<file path="src/rtl/seq_pkg.sv">
package seq_pkg;
  localparam int OP_W = 4;

  typedef enum logic [OP_W-1:0] {
    OP_NEXT    = 4'd0,
    OP_HALT    = 4'd1,
    OP_RPT     = 4'd2,
    OP_RPT_END = 4'd3,
    OP_CALL    = 4'd4,
    OP_RET     = 4'd5,
    OP_JUMP    = 4'd6,
    OP_STRETCH = 4'd7,
    OP_PAUSE   = 4'd8
  } op_e;

  typedef enum logic [2:0] {
    S_RST    = 3'd0,
    S_FETCH  = 3'd1,
    S_DECODE = 3'd2,
    S_HOLD   = 3'd3,
    S_PAUSE  = 3'd4,
    S_HALT   = 3'd5
  } state_e;
endpackage

</file>
<file path="src/rtl/seq_rst_sync.sv">
module seq_rst_sync #(
  parameter int STAGES = 2
) (
  input  logic clk,
  input  logic rst_n,
  output logic rst_n_sync
);
  logic [STAGES-1:0] sh_q;

  always_ff @(posedge clk or negedge rst_n) begin
    if (!rst_n) sh_q <= '0;
    else        sh_q <= {sh_q[STAGES-2:0], 1'b1};
  end

  assign rst_n_sync = sh_q[STAGES-1];
endmodule

</file>
<file path="src/rtl/seq_trig.sv">
module seq_trig (
  input  logic clk,
  input  logic rst_n,
  input  logic armed,
  input  logic sw_start,
  input  logic hw_trig_n,
  output logic go
);
  logic trig_prev_q;

  always_ff @(posedge clk or negedge rst_n) begin
    if (!rst_n) trig_prev_q <= 1'b1;
    else        trig_prev_q <= hw_trig_n;
  end

  // falling edge of the active-low trigger, or a software pulse
  assign go = armed & (sw_start | (trig_prev_q & ~hw_trig_n));
endmodule

</file>
<file path="src/rtl/seq_lifo.sv">
module seq_lifo #(
  parameter int W     = 20,
  parameter int DEPTH = 8
) (
  input  logic         clk,
  input  logic         rst_n,
  input  logic         clr,
  input  logic         push,
  input  logic         pop,
  input  logic         wr_top,
  input  logic [W-1:0] din,
  output logic [W-1:0] top,
  output logic         full,
  output logic         empty
);
  localparam int PW = $clog2(DEPTH + 1);
  localparam int IW = (DEPTH > 1) ? $clog2(DEPTH) : 1;

  logic [W-1:0]  slot_q [DEPTH];
  logic [PW-1:0] cnt_q, cnt_d;
  logic [IW-1:0] wr_idx, top_idx;
  logic          do_push, do_pop, do_wr;

  assign full    = (cnt_q == PW'(DEPTH));
  assign empty   = (cnt_q == '0);
  assign do_push = push & ~full & ~clr;
  assign do_pop  = pop & ~empty & ~clr;
  assign do_wr   = wr_top & ~empty & ~clr;
  assign wr_idx  = IW'(cnt_q);
  assign top_idx = IW'(cnt_q - PW'(1));
  assign top     = slot_q[top_idx];

  always_comb begin
    cnt_d = cnt_q;
    if (clr)          cnt_d = '0;
    else if (do_push) cnt_d = cnt_q + PW'(1);
    else if (do_pop)  cnt_d = cnt_q - PW'(1);
  end

  always_ff @(posedge clk or negedge rst_n) begin
    if (!rst_n) cnt_q <= '0;
    else        cnt_q <= cnt_d;
  end

  always_ff @(posedge clk) begin
    if (do_push)    slot_q[wr_idx]  <= din;
    else if (do_wr) slot_q[top_idx] <= din;
  end
endmodule

</file>
<file path="src/rtl/seq_timer.sv">
module seq_timer #(
  parameter int DLY_W = 32,
  parameter int REP_W = 20
) (
  input  logic             clk,
  input  logic             rst_n,
  input  logic             load,
  input  logic             run,
  input  logic [DLY_W-1:0] dly_in,
  input  logic [REP_W-1:0] rep_in,
  output logic             expire
);
  logic [DLY_W-1:0] cnt_q, cnt_d, keep_q, keep_d;
  logic [REP_W-1:0] rep_q, rep_d;
  logic             cnt_zero, more_reps;

  assign cnt_zero  = (cnt_q == '0);
  assign more_reps = (rep_q > REP_W'(1));
  assign expire    = run & cnt_zero & ~more_reps;

  always_comb begin
    cnt_d  = cnt_q;
    rep_d  = rep_q;
    keep_d = keep_q;
    if (load) begin
      cnt_d  = dly_in;
      rep_d  = rep_in;
      keep_d = dly_in;
    end else if (run) begin
      if (!cnt_zero) begin
        cnt_d = cnt_q - DLY_W'(1);
      end else if (more_reps) begin
        // later passes add exactly keep cycles each
        cnt_d = keep_q - DLY_W'(1);
        rep_d = rep_q - REP_W'(1);
      end
    end
  end

  always_ff @(posedge clk or negedge rst_n) begin
    if (!rst_n) begin
      cnt_q  <= '0;
      rep_q  <= '0;
      keep_q <= '0;
    end else begin
      cnt_q  <= cnt_d;
      rep_q  <= rep_d;
      keep_q <= keep_d;
    end
  end
endmodule

</file>
<file path="src/rtl/pgm_seq.sv">
module pgm_seq
  import seq_pkg::*;
#(
  parameter int ADDR_W      = 15,
  parameter int STACK_DEPTH = 8,
  parameter int CTRL_W      = 24,
  parameter int ARG_W       = 20,
  parameter int DLY_W       = 32
) (
  input  logic                                clk,
  input  logic                                rst_n,
  input  logic                                armed,
  input  logic                                sw_start,
  input  logic                                hw_trig_n,
  input  logic                                hw_reset_n,
  input  logic [CTRL_W+ARG_W+OP_W+DLY_W-1:0]  mem_rdata,
  output logic [ADDR_W-1:0]                   mem_addr,
  output logic [CTRL_W-1:0]                   ctrl_word,
  output logic [3:0]                          status,
  output logic                                stk_err
);
  localparam int WORD_W  = CTRL_W + ARG_W + OP_W + DLY_W;
  localparam int OP_LSB  = DLY_W;
  localparam int ARG_LSB = DLY_W + OP_W;

  logic rst_n_s, go;

  seq_rst_sync #(.STAGES(2)) u_rst (
    .clk(clk), .rst_n(rst_n), .rst_n_sync(rst_n_s)
  );

  seq_trig u_trig (
    .clk(clk), .rst_n(rst_n_s), .armed(armed), .sw_start(sw_start),
    .hw_trig_n(hw_trig_n), .go(go)
  );

  // instruction fields
  logic [CTRL_W-1:0] f_ctrl;
  logic [ARG_W-1:0]  f_arg;
  op_e               f_op;
  logic [DLY_W-1:0]  f_dly;
  logic [ADDR_W-1:0] arg_addr;

  assign f_ctrl   = mem_rdata[WORD_W-1 -: CTRL_W];
  assign f_arg    = mem_rdata[ARG_LSB +: ARG_W];
  assign f_op     = op_e'(mem_rdata[OP_LSB +: OP_W]);
  assign f_dly    = mem_rdata[DLY_W-1:0];
  assign arg_addr = ADDR_W'(f_arg);

  state_e            state_q, state_d;
  logic [ADDR_W-1:0] pc_q, pc_d, pc_inc;
  logic [CTRL_W-1:0] ctrl_q;
  logic              err_q, err_d;
  logic              ctrl_en, commit, fault;

  // stack and timer controls
  logic              stk_clr;
  logic              lp_push, lp_pop, lp_wr, lp_full, lp_empty;
  logic [ARG_W-1:0]  lp_din, lp_top;
  logic              cs_push, cs_pop, cs_full, cs_empty;
  logic [ADDR_W-1:0] cs_top;
  logic              tm_load, tm_run, tm_expire;
  logic [ARG_W-1:0]  tm_rep;

  assign pc_inc = pc_q + ADDR_W'(1);
  assign tm_run = (state_q == S_HOLD);

  seq_lifo #(.W(ARG_W), .DEPTH(STACK_DEPTH)) u_loop_stk (
    .clk(clk), .rst_n(rst_n_s), .clr(stk_clr), .push(lp_push), .pop(lp_pop),
    .wr_top(lp_wr), .din(lp_din), .top(lp_top), .full(lp_full), .empty(lp_empty)
  );

  seq_lifo #(.W(ADDR_W), .DEPTH(STACK_DEPTH)) u_call_stk (
    .clk(clk), .rst_n(rst_n_s), .clr(stk_clr), .push(cs_push), .pop(cs_pop),
    .wr_top(1'b0), .din(pc_inc), .top(cs_top), .full(cs_full), .empty(cs_empty)
  );

  seq_timer #(.DLY_W(DLY_W), .REP_W(ARG_W)) u_timer (
    .clk(clk), .rst_n(rst_n_s), .load(tm_load), .run(tm_run),
    .dly_in(f_dly), .rep_in(tm_rep), .expire(tm_expire)
  );

  always_comb begin
    state_d = state_q;
    pc_d    = pc_q;
    err_d   = err_q;
    stk_clr = 1'b0;
    lp_push = 1'b0;
    lp_pop  = 1'b0;
    lp_wr   = 1'b0;
    lp_din  = f_arg;
    cs_push = 1'b0;
    cs_pop  = 1'b0;
    tm_load = 1'b0;
    tm_rep  = ARG_W'(1);
    commit  = 1'b0;
    fault   = 1'b0;
    if (!hw_reset_n) begin
      state_d = S_RST;
      pc_d    = '0;
      stk_clr = 1'b1;
      err_d   = 1'b0;
    end else begin
      case (state_q)
        S_RST, S_HALT: begin
          if (go) begin
            state_d = S_FETCH;
            pc_d    = '0;
            stk_clr = 1'b1;
          end
        end
        S_FETCH: state_d = S_DECODE;
        S_HOLD:  if (tm_expire) state_d = S_FETCH;
        S_PAUSE: if (go) state_d = S_HOLD;
        S_DECODE: begin
          pc_d   = pc_inc;
          commit = 1'b1;
          case (f_op)
            OP_HALT: begin
              commit  = 1'b0;
              state_d = S_HALT;
            end
            OP_RPT: begin
              if (lp_full) fault = 1'b1;
              else         lp_push = 1'b1;
            end
            OP_RPT_END: begin
              if (lp_empty) begin
                fault = 1'b1;
              end else if (lp_top > ARG_W'(1)) begin
                lp_wr  = 1'b1;
                lp_din = lp_top - ARG_W'(1);
                pc_d   = arg_addr;
              end else begin
                lp_pop = 1'b1;
              end
            end
            OP_CALL: begin
              if (cs_full) begin
                fault = 1'b1;
              end else begin
                cs_push = 1'b1;
                pc_d    = arg_addr;
              end
            end
            OP_RET: begin
              if (cs_empty) begin
                fault = 1'b1;
              end else begin
                cs_pop = 1'b1;
                pc_d   = cs_top;
              end
            end
            OP_JUMP:    pc_d   = arg_addr;
            OP_STRETCH: tm_rep = f_arg;
            default: ;
          endcase
          if (fault) begin
            commit  = 1'b0;
            err_d   = 1'b1;
            state_d = S_HALT;
            pc_d    = pc_q;
          end
          if (commit) begin
            tm_load = 1'b1;
            state_d = (f_op == OP_PAUSE) ? S_PAUSE : S_HOLD;
          end
        end
        default: state_d = S_RST;
      endcase
    end
  end

  assign ctrl_en = commit & hw_reset_n;

  always_ff @(posedge clk or negedge rst_n_s) begin
    if (!rst_n_s) begin
      state_q <= S_RST;
      pc_q    <= '0;
      err_q   <= 1'b0;
    end else begin
      state_q <= state_d;
      pc_q    <= pc_d;
      err_q   <= err_d;
    end
  end

  always_ff @(posedge clk or negedge rst_n_s) begin
    if (!rst_n_s)     ctrl_q <= '0;
    else if (ctrl_en) ctrl_q <= f_ctrl;
  end

  assign mem_addr  = pc_q;
  assign ctrl_word = ctrl_q;
  assign stk_err   = err_q;
  assign status    = {state_q == S_PAUSE,
                      (state_q == S_FETCH) || (state_q == S_DECODE) || (state_q == S_HOLD),
                      state_q == S_RST,
                      state_q == S_HALT};
endmodule

</file>
<file path="config.mk">
export PLATFORM = sky130hd
export DESIGN_NAME = pgm_seq
export DESIGN_NICKNAME = d
export VERILOG_FILES = /design/src/rtl/seq_pkg.sv /design/src/rtl/seq_rst_sync.sv /design/src/rtl/seq_trig.sv /design/src/rtl/seq_lifo.sv /design/src/rtl/seq_timer.sv /design/src/rtl/pgm_seq.sv
export SDC_FILE = /design/constraint.sdc
export NUM_CORES = 1
export LEC_CHECK = 0
export BUFFER_PORTS_ARGS = -buffer_cell sky130_fd_sc_hd__buf_2
export CAP_MARGIN = 10
export CORE_ASPECT_RATIO = 2
export CORE_MARGIN = 2
export CORE_UTILIZATION = 30
export CTS_CLUSTER_DIAMETER = 60
export DETAILED_ROUTE_END_ITERATION = 12
export PLACE_DENSITY = 0.53
export SKIP_CTS_REPAIR_TIMING = 1
export SYNTH_ARGS = -nofsm -noshare
export SYNTH_HDL_FRONTEND = slang
export SYNTH_SLANG_ARGS = --single-unit
</file>
<file path="constraint.sdc">
create_clock -name clk -period 8.73 [get_ports clk]
set_clock_uncertainty 0.05 [all_clocks]
set_input_delay 0.4365 -clock clk [delete_from_list [all_inputs] [get_ports clk]]
set_output_delay 0.4365 -clock clk [all_outputs]
set_load 0.005 [all_outputs]
</file>
======== Yosys cells after proc, flatten, opt, wreduce, memory -nomap -nowiden ========
Memories as Yosys holds them, arrays and structs flattened.
Cells that the tools add are included.
word-level totals
  bits in writable memories ............... 280
  bits of input ports ..................... 86
  output and inout bits ................... 44
  word-level logic and storage cells ...... 183
  memories ................................ 2
  register bits ........................... 138
cells by class
  bitwise operators ....................... 23
  magnitude comparators ................... 2
  $add $sub $neg .......................... 9
  reductions and logical operators ........ 18
  muxes and demuxes ....................... 94
  equal/unequal tests ..................... 24
memory list
  name               depth  bits a word  rd ports  clocked after Yosys merged registers in  wr ports  RTL line        text
  u_loop_stk.slot_q  8      20           1         0                                        1         seq_lifo.sv:19  logic [W-1:0] slot_q [DEPTH];
  u_call_stk.slot_q  8      15           1         0                                        1         seq_lifo.sv:19
operator list
  operator                 number
  $mux W20                 13
  $mux W32                 4
  $mux W15                 7
  $sub A32 B1 Y32 const B  2
  $pmux W15 S4             1
  $mux W1                  51
  $gt A20 B1 Y1 const B    2
  $sub A20 B1 Y20 const B  2
  $logic_not A32 Y1        1
  $pmux W15 S2             1
  $mux W3                  9
  $mux W4                  6
  $reduce_or A20 Y1        1
  $eq A4 B3 Y1 const B     4
  $add A15 B1 Y15 const B  1
  $and A1 B1 Y1            15
  $pmux W3 S5              1
  $eq A4 B4 Y1 const B     3
  $ne A3 B3 Y1 const B     4
  $add A4 B1 Y4 const B    2
  $eq A4 B2 Y1 const B     2
  $logic_not A4 Y1         2
  $sub A4 B1 Y4 const B    2
  $not A1 Y1               7
  other kinds (18)         27

======== Logic depth before layout (Yosys ltp) ========
Gate-level depths: netlist of run 1.
An unclocked memory read counts as a cell.
  depth in word-level cells ............... 15
  depth in mapped cells ................... 22
  gate-level depth less buffers ........... 13

======== Hierarchy ========
A second synthesis of run 1 with hierarchy kept.
second synthesis, totals
  cell total of the unflattened synthesis .. 1554
  area, all modules ....................... 20264.4 um2
by module, submodules not included
  module                 area each (um2)  instances  seq. area each (um2)  cells each
  seq_lifo (u_loop_stk)  6546.3           1          4904.7                310
  seq_timer              5165.0           1          2102.0                627
  seq_lifo (u_call_stk)  5071.1           1          3703.6                245
  pgm_seq                3380.7           1          1076.0                366
  seq_rst_sync           53.8             1          50.0                  3
  seq_trig               47.5             1          26.3                  3

======== Worst setup path after synthesis of run 1 ========
OpenSTA, ideal clock, no wires.
  path kind ............................... register to register
  from .................................... register u_loop_stk.cnt_q[0]
  to ...................................... memory u_loop_stk.slot_q[2][0] (enable)
  setup slack ............................. 2539 ps
  arrival time ............................ 5713 ps
  library setup time ...................... 428 ps
  data required time ...................... 8252 ps
  stages on the path, launching flop included .. 20
  clock period less this slack ............ 6191 ps
  buffers on the path ..................... 7
  cell sequence ........................... dfrtp_1 -> buf_6 -> buf_4 -> buf_4 -> buf_2 -> clkbuf_1 -> inv_1 -> ha_1 -> clkbuf_1 -> clkbuf_1 -> mux4_2 -> mux2i_1 -> inv_1 -> ha_1 -> o21a_1 -> nand4_1 -> o31ai_4 -> nor2_1 -> nor3_1 -> a211oi_1
between the ends
  word-level cells in the longest chain between the ends .. 15
  elaborated cells on any way between the ends .. 28
  those cells by class .................... add/sub: 1; order compare: 1; eq/ne: 1; mux: 16; bitwise: 6; reduce/logical: 2; memory: 1
ends and longest elaborated chain
  what                                                 RTL line        text
  start: declaration                                   seq_lifo.sv:20  logic [PW-1:0] cnt_q, cnt_d;
  start signal: assignment                             seq_lifo.sv:42  else cnt_q <= cnt_d;
  $sub A4 B1 Y4                                        seq_lifo.sv:30  assign top_idx = IW'(cnt_q - PW'(1));
  $mem_v2 Z8 W20                                       --
  $gt A20 B1 Y1                                        pgm_seq.sv:130  end else if (lp_top > ARG_W'(1)) begin
  $mux W1                                              pgm_seq.sv:130
  $mux W1                                              pgm_seq.sv:128  if (lp_empty) begin
  $mux W1                                              pgm_seq.sv:118  case (f_op)
  $mux W1                                              pgm_seq.sv:104  case (state_q)
  $mux W1                                              pgm_seq.sv:98   if (!hw_reset_n) begin
  $and A1 B1 Y1 (2 in series)                          seq_lifo.sv:28  assign do_wr = wr_top & ~empty & ~clr;
  $mux W1                                              seq_lifo.sv:47  else if (do_wr) slot_q[top_idx] <= din;
  $mux W1                                              seq_lifo.sv:46  if (do_push) slot_q[wr_idx] <= din;
  $mux W1 (implied by the code)                        seq_lifo.sv:47
  $reduce_or A20 Y1 (no line)                          --
  $mux W3 (no line) / $mux W1 (equally long branches)  --
  end: declaration                                     seq_lifo.sv:19
Several ways; a longest one is shown, not always the timed one.

======== Worst setup path after layout of run 1 ========
  from .................................... register u_loop_stk.cnt_q[0]
  to ...................................... memory u_loop_stk.slot_q[4][2] (enable)
Same word-level chain as after synthesis.

==> impl_metrics.ini, run 1 <==
[outcome]
status = finished, final reports clean

[setup_path]
worst_setup_path_end_kind = flop
path_class = reg -> reg
cp_cell_sequence = inv_1 > ha_1 > xor2_4 > a2111oi_0 > nor4_1 > nand4_2 > o31ai_4 > buf_4 > or2_2 > a31oi_1 > and2_1
cp_max_fo = 29
cp_slowest_cell = xor2_4
worstSetupStartpointType = flop
cp.required_ps = 8820
arrival_ps = 6120
slowest_delay_ps = 910

[clock_tree]
clock_path_buffers = 3
h-tree-depth = 2
cts_tree = yes
cts.sink_count = 418
cts_root_buf = clkbuf_16
cts_buffers = 42
path_clk_slew_ps = 60
clock_latency_ps = 570

[global_routing]
grt_use_met1 = 0.212
grt_pass1_vias = 13100
antenna_found_initial = 1
met3_usage = 0.0232
busiest_layer = met2
overflow = 0
grtUsageTotal = 0.151
grt_first_pass_wirelength_um = 79200
use_met2 = 0.235
grt_max_degree = 73

[final_layout]
fin_util = 0.351
nets = 1797
diodes = 0
layout-drive-gt1-share = 0.203
area_growth_pct = 16.1

[logic_synthesis]
syn_nets = 1679
ys_types = 80
synth-seq-area-share = 0.601
synth_ff_type = edfxtp_1
ys_top_cells_by_area = edfxtp_1 (43%), dfrtp_1 (17%), mux4_2 (7.1%)
syn_inst = 1583
ys_top_cells_by_count = edfxtp_1 (280), nand2_1 (276), dfrtp_1 (137), nor2_1 (84)
ys.warnings.count = 0
syn_area_per_cell_um2 = 12.5
synth_area_um2 = 19800
synth_top_area_frac = 0.426
synth_async_sr_flop_share = 0.330
ys_seq_elements = 418
yosysMostFrequentCell = edfxtp_1
synth.largest_area_cell = edfxtp_1
synth-edff-count = 280

[timing]
min_period_ps = 6030
hold_viol = 0
rsz0062_at_grt = false
fin_crit_sh = 0.690
maxSlewHeadroom = 0.218
finalSetupViolations = 0
finalSetupTns_ps = 0
drv_slew = 0
clock.fmax_ghz = 0.166
fin_hold_ws_ps = 6.02
worst_pin_slew_ps = 1170

[die]
rows = 133
die_x_um = 185
fp.coreArea_um2 = 65400
boundaryPins = 130
dieArea_um2 = 68000
start_util = 0.302
dieHeight_um = 367

[routing]
drt_first_pass_iters = 6
avgViaCountPerCell = 5.16
drtAntennaViolNets = 0
drc = 0
drt_iter0_drc = 1104
vias = 13500
wire_per_inst_um = 19.9
drt_wl_total_um = 51900

[power_and_ir_drop]
powerDensity_nw_per_um2 = 258
ir_worst_vdd_mv = 0.170
leakage_nw = 8.56

[min_path]
min_path_type = in -> reg

[place]
hpwl_um = 33200
routabilityCongestion = 0.826
io_buffers = 129

[run]
cap_violations = 0
-- sequential cells by signal (all words and copies together), names as in the netlist --
| signal | flops |
|---|---|
| u_timer.keep_q | 32 |
| u_timer.rep_q | 20 |
| ctrl_word | 24 |
| u_timer.cnt_q | 32 |
| u_rst.sh_q | 2 |
| u_call_stk.cnt_q | 4 |
| u_trig.trig_prev_q | 1 |
| state_q | 3 |
| stk_err | 1 |
| u_call_stk.slot_q | 120 |
| mem_addr | 15 |
| u_loop_stk.cnt_q | 4 |
| u_loop_stk.slot_q | 160 |
-- power breakdown --
group | switching, mW | internal [mW]
clock | 0.808 | 1.19
sequential | 0.270 | 2.37
combinational | 0.733 | 0.554
-- critical path, delay by kind of cell, from the launching register on --
family                   cells  cell delay (ps)
XOR/XNOR                     1              910
flip-flops                   1              630
adder cells (fa/ha/maj)      1              410
AND/OR/NAND/NOR              4             1910
buffers and inverters        2              590
AO/OA/AOI/OAI                3             1070
-- cells in the final DEF, fill, tap and decap left out, types with 11 or more instances in the layout --
cell       count
edfxtp_1     280
nand2_1      276
dfrtp_1      134
buf_2        129
nor2_1        80
mux4_2        62
o21ai_0       62
a21oi_1       58
mux2i_1       48
nand3_1       43
clkbuf_16     43
nor3_1        38
xnor2_1       34
buf_4         27
xor2_1        23
nor4_1        23
inv_1         19
o21ai_1       19
mux2_2        18
o211ai_1      17
o221ai_1      16
a22o_1        14
nand4_1       12
a21boi_0      12
and2_1        11
or4_1         11
-- metal layers --
| layer | vias to the layer above | wire length (um) |
|---|---|---|
| met5 | - | 13 |
| met4 | 2 | 1790 |
| met3 | 95 | 3110 |
| met2 | 448 | 23600 |
| met1 | 6728 | 23400 |
| li1 | 6215 | - |
-- worst paths after layout --
check | startpoint | to | slack (ps) | cells after the start
max | u_loop_stk.cnt_q[0] | u_loop_stk.slot_q[4][2] | 2700 | 11
min | mem_rdata[70] | ctrl_word[14] | 6 | 3
max reg2reg | u_loop_stk.cnt_q[0] | u_loop_stk.slot_q[4][2] | 2700 | 11
min reg2reg | u_rst.sh_q[0] | u_rst.sh_q[1] | 300 | 0
max in group asynchronous | u_rst.sh_q[1] | u_loop_stk.cnt_q[0] | 6580 | 1
min in group asynchronous | rst_n | u_rst.sh_q[1] | 150 | 2
-- through the flow --
stage | total power [mW] | setup slack (ps) | std cells | cell area, um^2
2_1_floorplan | 3.57 | 2540 | 1583 | 19800
3_3_place_gp | 3.94 | 2900 | 2530 | 21400
3_5_place_dp | 3.96 | 2710 | 2530 | 21400
4_1_cts | 5.99 | 2640 | 2608 | 22900
5_1_grt | 6.23 | 2190 | 2612 | 22900
6_report | 5.92 | 2700 | 2612 | 22900
-- cell type report --
cell class                      instances  area, um^2
Clock inverter                         25         368
Tap cell                              877        1100
Fill cell                            6393       42500
Sequential cell                       418       11900
Inverter                               20        75.1
Timing Repair Buffer                  160         888
Multi-Input combinational cell       1059        7480
Clock buffer                           53        1150
-- cell families (layout without fill, tap and decap cells) --
kind of cell    Yosys count  after routing  share of synthesized area
compound gates          290            290                      0.101
fa+ha+maj                10             10                    0.00633
xor+xnor                 58             58                     0.0257
other cells               1              1                   0.000190
simple gates            571            571                      0.136
mux                     129            129                      0.106
flops                   418            418                      0.601
buf+inv                 106            258                     0.0251
No activity file was read; power rests on OpenSTA's default activity.
==> run 2: changes to the inputs <==
Clock period 8.73 ns to 5.9 ns, I/O delays scaled along.
==> run 2 against run 1 <==
The flow now finishes with violations (hold timing); die area is the same; sequential cell count is the same; non-clock buffer count grew 74; global-route usage grew 0.15 points; count of clock-buffer cells in the layout shrank 1; largest power group unchanged; clock power grew 36%; first-iteration DRC count shrank 14%; hold slack lost 36 ps; cell count grew 2.9%; power grew 45%; via count grew 0.92%; sequential share of layout area shrank 1.4 points.
==> impl_metrics.ini, run 2 (synthesis results as in run 1) <==
[min_path]
worst_hold_path.endpoint = u_timer.cnt_q[28]
min_path_type = in -> reg
hold_depth = 3
hold_path.startpoint = mem_rdata[28]

[final_layout]
final_common_cell = edfxtp_1
nets = 1872
largest_reg_flops = 160
reg_top3 = u_loop_stk.slot_q: 160 flops, u_call_stk.slot_q: 120 flops
layout_common_cells = edfxtp_1 (280), nand2_1 (276), dfrtp_1 (134)
area_growth_pct = 19.3
layout-drive-gt1-share = 0.197
largest-register = u_loop_stk.slot_q
fin_util = 0.360

[power_and_ir_drop]
ir_worst_vdd_mv = 0.273
leakage_nw = 8.83
powerDensity_nw_per_um2 = 365

[timing]
min_period_ps = 4870
setup_ws_ps = 1030
finalSetupTns_ps = 0
fin_crit_sh = 0.825
hold_viol = 2
fin_hold_ws_ps = -30.5
rsz0062_at_grt = false
clock.fmax_ghz = 0.206
finalSetupViolations = 0
maxSlewHeadroom = 0.259
worst_pin_slew_ps = 1110
drv_slew = 0

[setup_path]
r2r_cells = 13
worstSetupStartpointType = flop
path_class = reg -> reg
worst_setup_path_end_kind = flop
cp.required_ps = 6160
timing.rr.end = u_loop_stk.slot_q[3][1]
cp_max_fo = 19
worst-r2r-setup-slack_ps = 1030
r2r_start = u_loop_stk.cnt_q[0]
arrival_ps = 5130

[place]
place_ws_ps = 1150
io_buffers = 129
routabilityCongestion = 0.812
hpwl_um = 33700

[routing]
avgViaCountPerCell = 5.07
drt_first_pass_iters = 8
drt_iter0_drc = 945
wire_per_inst_um = 19.5
drc = 0
drt_wl_total_um = 52400
vias = 13600
drtAntennaViolNets = 0

[die]
fp.coreArea_um2 = 65400
die_x_um = 185
boundaryPins = 130
start_util = 0.302
dieHeight_um = 367
dieArea_um2 = 68000
rows = 133

[clock_tree]
h-tree-depth = 2
clock_latency_ps = 600
cts.sink_count = 418
path_clk_slew_ps = 60
clock_path_buffers = 3
cts_root_buf = clkbuf_16
cts_tree = yes
cts_buffers = 43

[run]
cap_violations = 0

[outcome]
failed_checks = hold timing
status = finished, violations left

[global_routing]
overflow = 0
grt_first_pass_wirelength_um = 79800
grt_pass1_vias = 13200
antenna_found_initial = 1
grt_max_degree = 137
grtUsageTotal = 0.152
## run 2: worst max-delay path by stage
stage                     cells past startpoint                       end                 from
final                                        13   u_loop_stk.slot_q[3][1]  u_loop_stk.cnt_q[0]
after global routing                         13   u_loop_stk.slot_q[3][1]  u_loop_stk.cnt_q[0]
after CTS                                    13   u_loop_stk.slot_q[3][9]  u_loop_stk.cnt_q[0]
after detailed placement                     13  u_loop_stk.slot_q[3][10]  u_loop_stk.cnt_q[0]
after global placement                       12  u_loop_stk.slot_q[3][10]  u_loop_stk.cnt_q[0]
after floorplan                              19   u_loop_stk.slot_q[7][0]  u_loop_stk.cnt_q[0]
## run 2: cell type report
cell class / count / area [um^2]
clock inverter: 26 / 265
antenna: 1 / 2.50
multi-input combinational: 1059 / 7480
clock buffer: 52 / 1120
sequential: 418 / 11900
fill: 6376 / 41800
timing repair buffer: 234 / 1650
inverter: 20 / 75.1
tap: 877 / 1100
## run 2: stage by stage
stage	instance area [um^2]	hold slack (ps)	power [mW]	std cells
floorplan	19800	-50.6	5.29	1583
global placement	21500	31.3	5.86	2538
detailed placement	21500	33.4	5.89	2538
CTS	22900	-601	8.64	2616
global route	23600	5.61	9.08	2687
finish	23600	-30.5	8.59	2687
## run 2: critical path: stages, from the launching register on
cell	delay, ps
dfrtp_4	470
inv_1	130
ha_1	420
xor2_4	410
buf_4	410
a2111oi_0	140
nor4_2	630
nand4_1	370
o31ai_4	490
buf_4	290
nor3_1	70
a31oi_1	280
nor2_2	170
buf_4	240
## run 2: per-layer routing
metal / vias to the layer above / track usage / part of all wire
met4: 0 / 0.0482 / 0.025
li1: 6376 / - / -
met5: - / 0 / 0
met1: 6792 / 0.211 / 0.45
met3: 61 / 0.0264 / 0.051
met2: 383 / 0.241 / 0.47
## run 2: power by group
group          switching [mW]  internal, mW
logic                    1.13         0.858
clock network            1.21          1.51
registers               0.377          3.51
total                    2.72          5.87
==> run 3: changes to the inputs <==
Settings changed: ABC_AREA set to 1.
Clock period 5.9 ns to 4.7 ns, I/O delays scaled along.
==> run 3 against run 2 <==
The flow now finishes without violations; critical path type unchanged; fmax is 12% higher; critical endpoint is now u_loop_stk.slot_q[7][5]; synthesized cell count is 50% higher; combinational power is 10% higher.
==> impl_metrics.ini, run 3 <==
[final_layout]
fin_util = 0.356
layout_common_cells = nand2_1 (550), nor2_1 (409), edfxtp_1 (280)
area_growth_pct = 17.6
nFillCells = 6923
regArea_um2 = 11900
reg_top3 = u_loop_stk.slot_q: 160 flops, u_call_stk.slot_q: 120 flops
largest_reg_flops = 160
nets = 2640
diodes = 0
largest-register = u_loop_stk.slot_q
final_common_cell = nand2_1
multi_input_area_um2 = 7760
layout-drive-gt1-share = 0.113

[power_and_ir_drop]
leakage_nw = 9.76
p_sw_frac = 0.319
pwr-share-seq = 0.457
p_sw_mw = 3.30
p_clk_frac = 0.331
ir_worst_vdd_mv = 0.380
power_mw = 10.3
p_comb_frac = 0.212
p_int_mw = 7.04
powerDensity_nw_per_um2 = 423

[routing]
drt_wl_total_um = 69400
vias = 17500
drt_iter0_drc = 1118
drc = 0
avgViaCountPerCell = 5.05
drtAntennaViolNets = 0
wire_per_inst_um = 20.0
drt_first_pass_iters = 6

[setup_path]
timing.rr.end = u_loop_stk.slot_q[7][5]
path_class = reg -> reg
worst-r2r-setup-slack_ps = 350
worstSetupStartpointType = flop
cp_slowest_cell = o21ai_0
cp_cell_sequence = inv_1 > ha_1 > buf_4 > o21ai_0 > o21ai_0 > o21ai_2 > nand2_1 > nor2_2 > nand2_2 > nand2_2 > nand2_4 > nand2_4 > inv_2 > nand2_1 > nand2_1 > nand2_1 > nor2_2 > buf_4
cp.required_ps = 4890
arrival_ps = 4540
r2r_start = u_loop_stk.cnt_q[1]
r2r_cells = 18
path_common_cell = nand2_1
cp_max_fo = 28
worst_setup_path_end_kind = flop
slowest_delay_ps = 640

[run]
cap_violations = 0

[min_path]
hold_depth = 3
min_path_type = in -> reg
hold_path.startpoint = hw_reset_n
worst_hold_path.endpoint = stk_err

[logic_synthesis]
synth_async_sr_flop_share = 0.330
ys_top_cells_by_area = edfxtp_1 (40%), dfrtp_1 (17%), nand2_1 (9.9%)
synth_ff_type = edfxtp_1
ys.warnings.count = 0
synth-edff-count = 280
ys_types = 49
synth_area_um2 = 20800
synth_top_area_frac = 0.405
syn_nets = 2466
ys_seq_elements = 418
ys_top_cells_by_count = nand2_1 (550), nor2_1 (417), edfxtp_1 (280), o21ai_0 (191), inv_1 (163)
yosysMostFrequentCell = nand2_1
syn_area_per_cell_um2 = 8.76
synth-seq-area-share = 0.571
synth.largest_area_cell = edfxtp_1
syn_inst = 2370

[clock_tree]
cts_tree = yes
h-tree-depth = 2
path_clk_slew_ps = 70
clock_path_buffers = 3
cts.sink_count = 418
cts_root_buf = clkbuf_16
cts_buffers = 39
clock_latency_ps = 580

[timing]
worst_pin_slew_ps = 1220
hold_viol = 0
rsz0062_at_grt = false
clock.fmax_ghz = 0.230
finalSetupTns_ps = 0
min_period_ps = 4350
maxSlewHeadroom = 0.183
fin_crit_sh = 0.926
finalSetupViolations = 0
drv_slew = 0

[place]
routabilityCongestion = 1.02
hpwl_um = 48900
io_buffers = 129

[die]
dieArea_um2 = 71500
rows = 136
fp.coreArea_um2 = 68600
start_util = 0.303
boundaryPins = 130
die_x_um = 190
dieHeight_um = 376

[global_routing]
grt_first_pass_wirelength_um = 103000
overflow = 0
antenna_found_initial = 4
grt_max_degree = 86
grt_pass1_vias = 17300
grtUsageTotal = 0.191

[outcome]
status = finished, final reports clean
run 3: cell type report:
cell class,count,area share
multi-input cells,1671,0.318
clock inverters,25,0.0126
repair buffers,243,0.0694
clock buffers,47,0.0420
flip-flops and latches,418,0.486
well taps,897,0.0459
inverters,171,0.0265
run 3: kinds of logic (layout without fill, tap and decap cells):
logic type / count (synthesis) / after routing / synth area share
AO/OA/AOI/OAI: 441 / 441 / 0.118
XOR/XNOR: 36 / 36 / 0.0152
adder cells (fa/ha/maj): 10 / 10 / 0.00602
buffers and inverters: 281 / 486 / 0.0576
flip-flops: 418 / 418 / 0.571
other: 1 / 1 / 0.000181
AND/OR/NAND/NOR: 1183 / 1183 / 0.232
run 3: per-stage QoR:
| step | instance area (um^2) | hold slack [ps] | std cells | setup slack, ps |
|---|---|---|---|---|
| 2_1_floorplan | 20800 | -111 | 2370 | 440 |
| 3_3_place_gp | 22400 | -28.6 | 3332 | 414 |
| 3_5_place_dp | 22400 | -26.9 | 3332 | 389 |
| 4_1_cts | 23800 | -631 | 3404 | 366 |
| 5_1_grt | 24400 | 10.6 | 3472 | 29.6 |
| 6_report | 24400 | 1.45 | 3472 | 349 |
run 3: worst max-delay path by stage:
| stage | startpoint | to | slack (ps) | depth (start not counted) |
|---|---|---|---|---|
| after floorplan | u_loop_stk.cnt_q[0] | u_loop_stk.slot_q[2][0] | 440 | 23 |
| after global placement | u_loop_stk.cnt_q[1] | u_loop_stk.slot_q[7][10] | 410 | 18 |
| after detailed placement | u_loop_stk.cnt_q[1] | u_loop_stk.slot_q[7][10] | 390 | 18 |
| after CTS | u_loop_stk.cnt_q[1] | u_loop_stk.slot_q[7][8] | 370 | 18 |
| after global routing | u_loop_stk.cnt_q[1] | u_loop_stk.slot_q[1][13] | 30 | 18 |
| final | u_loop_stk.cnt_q[1] | u_loop_stk.slot_q[7][5] | 350 | 18 |
run 3: per-layer routing:
layer | vias up | wire (um) | GRT usage | share of wire
met5 | - | 57 | 0 | 0.00082
met4 | 8 | 4680 | 0.121 | 0.067
met3 | 187 | 2870 | 0.0228 | 0.041
met2 | 572 | 37400 | 0.361 | 0.54
met1 | 8435 | 24400 | 0.195 | 0.35
li1 | 8317 | - | - | -
run 3: power groups by stage:
stage / combinational [mW] / clock [mW] / sequential, mW
after floorplan: 1.44 / 0 / 4.73
after global placement: 2.11 / 0 / 4.78
after detailed placement: 2.15 / 0 / 4.79
after CTS: 2.15 / 3.50 / 4.72
after global routing: 2.48 / 3.61 / 4.78
final: 2.19 / 3.42 / 4.73
run 3: worst max-delay path, delay by kind of cell (launching register included):
family                   cells  cell delay (ps)
AO/OA/AOI/OAI                3              950
adder cells (fa/ha/maj)      1              350
buffers and inverters        4              990
flip-flops                   1              410
AND/OR/NAND/NOR             10             1220
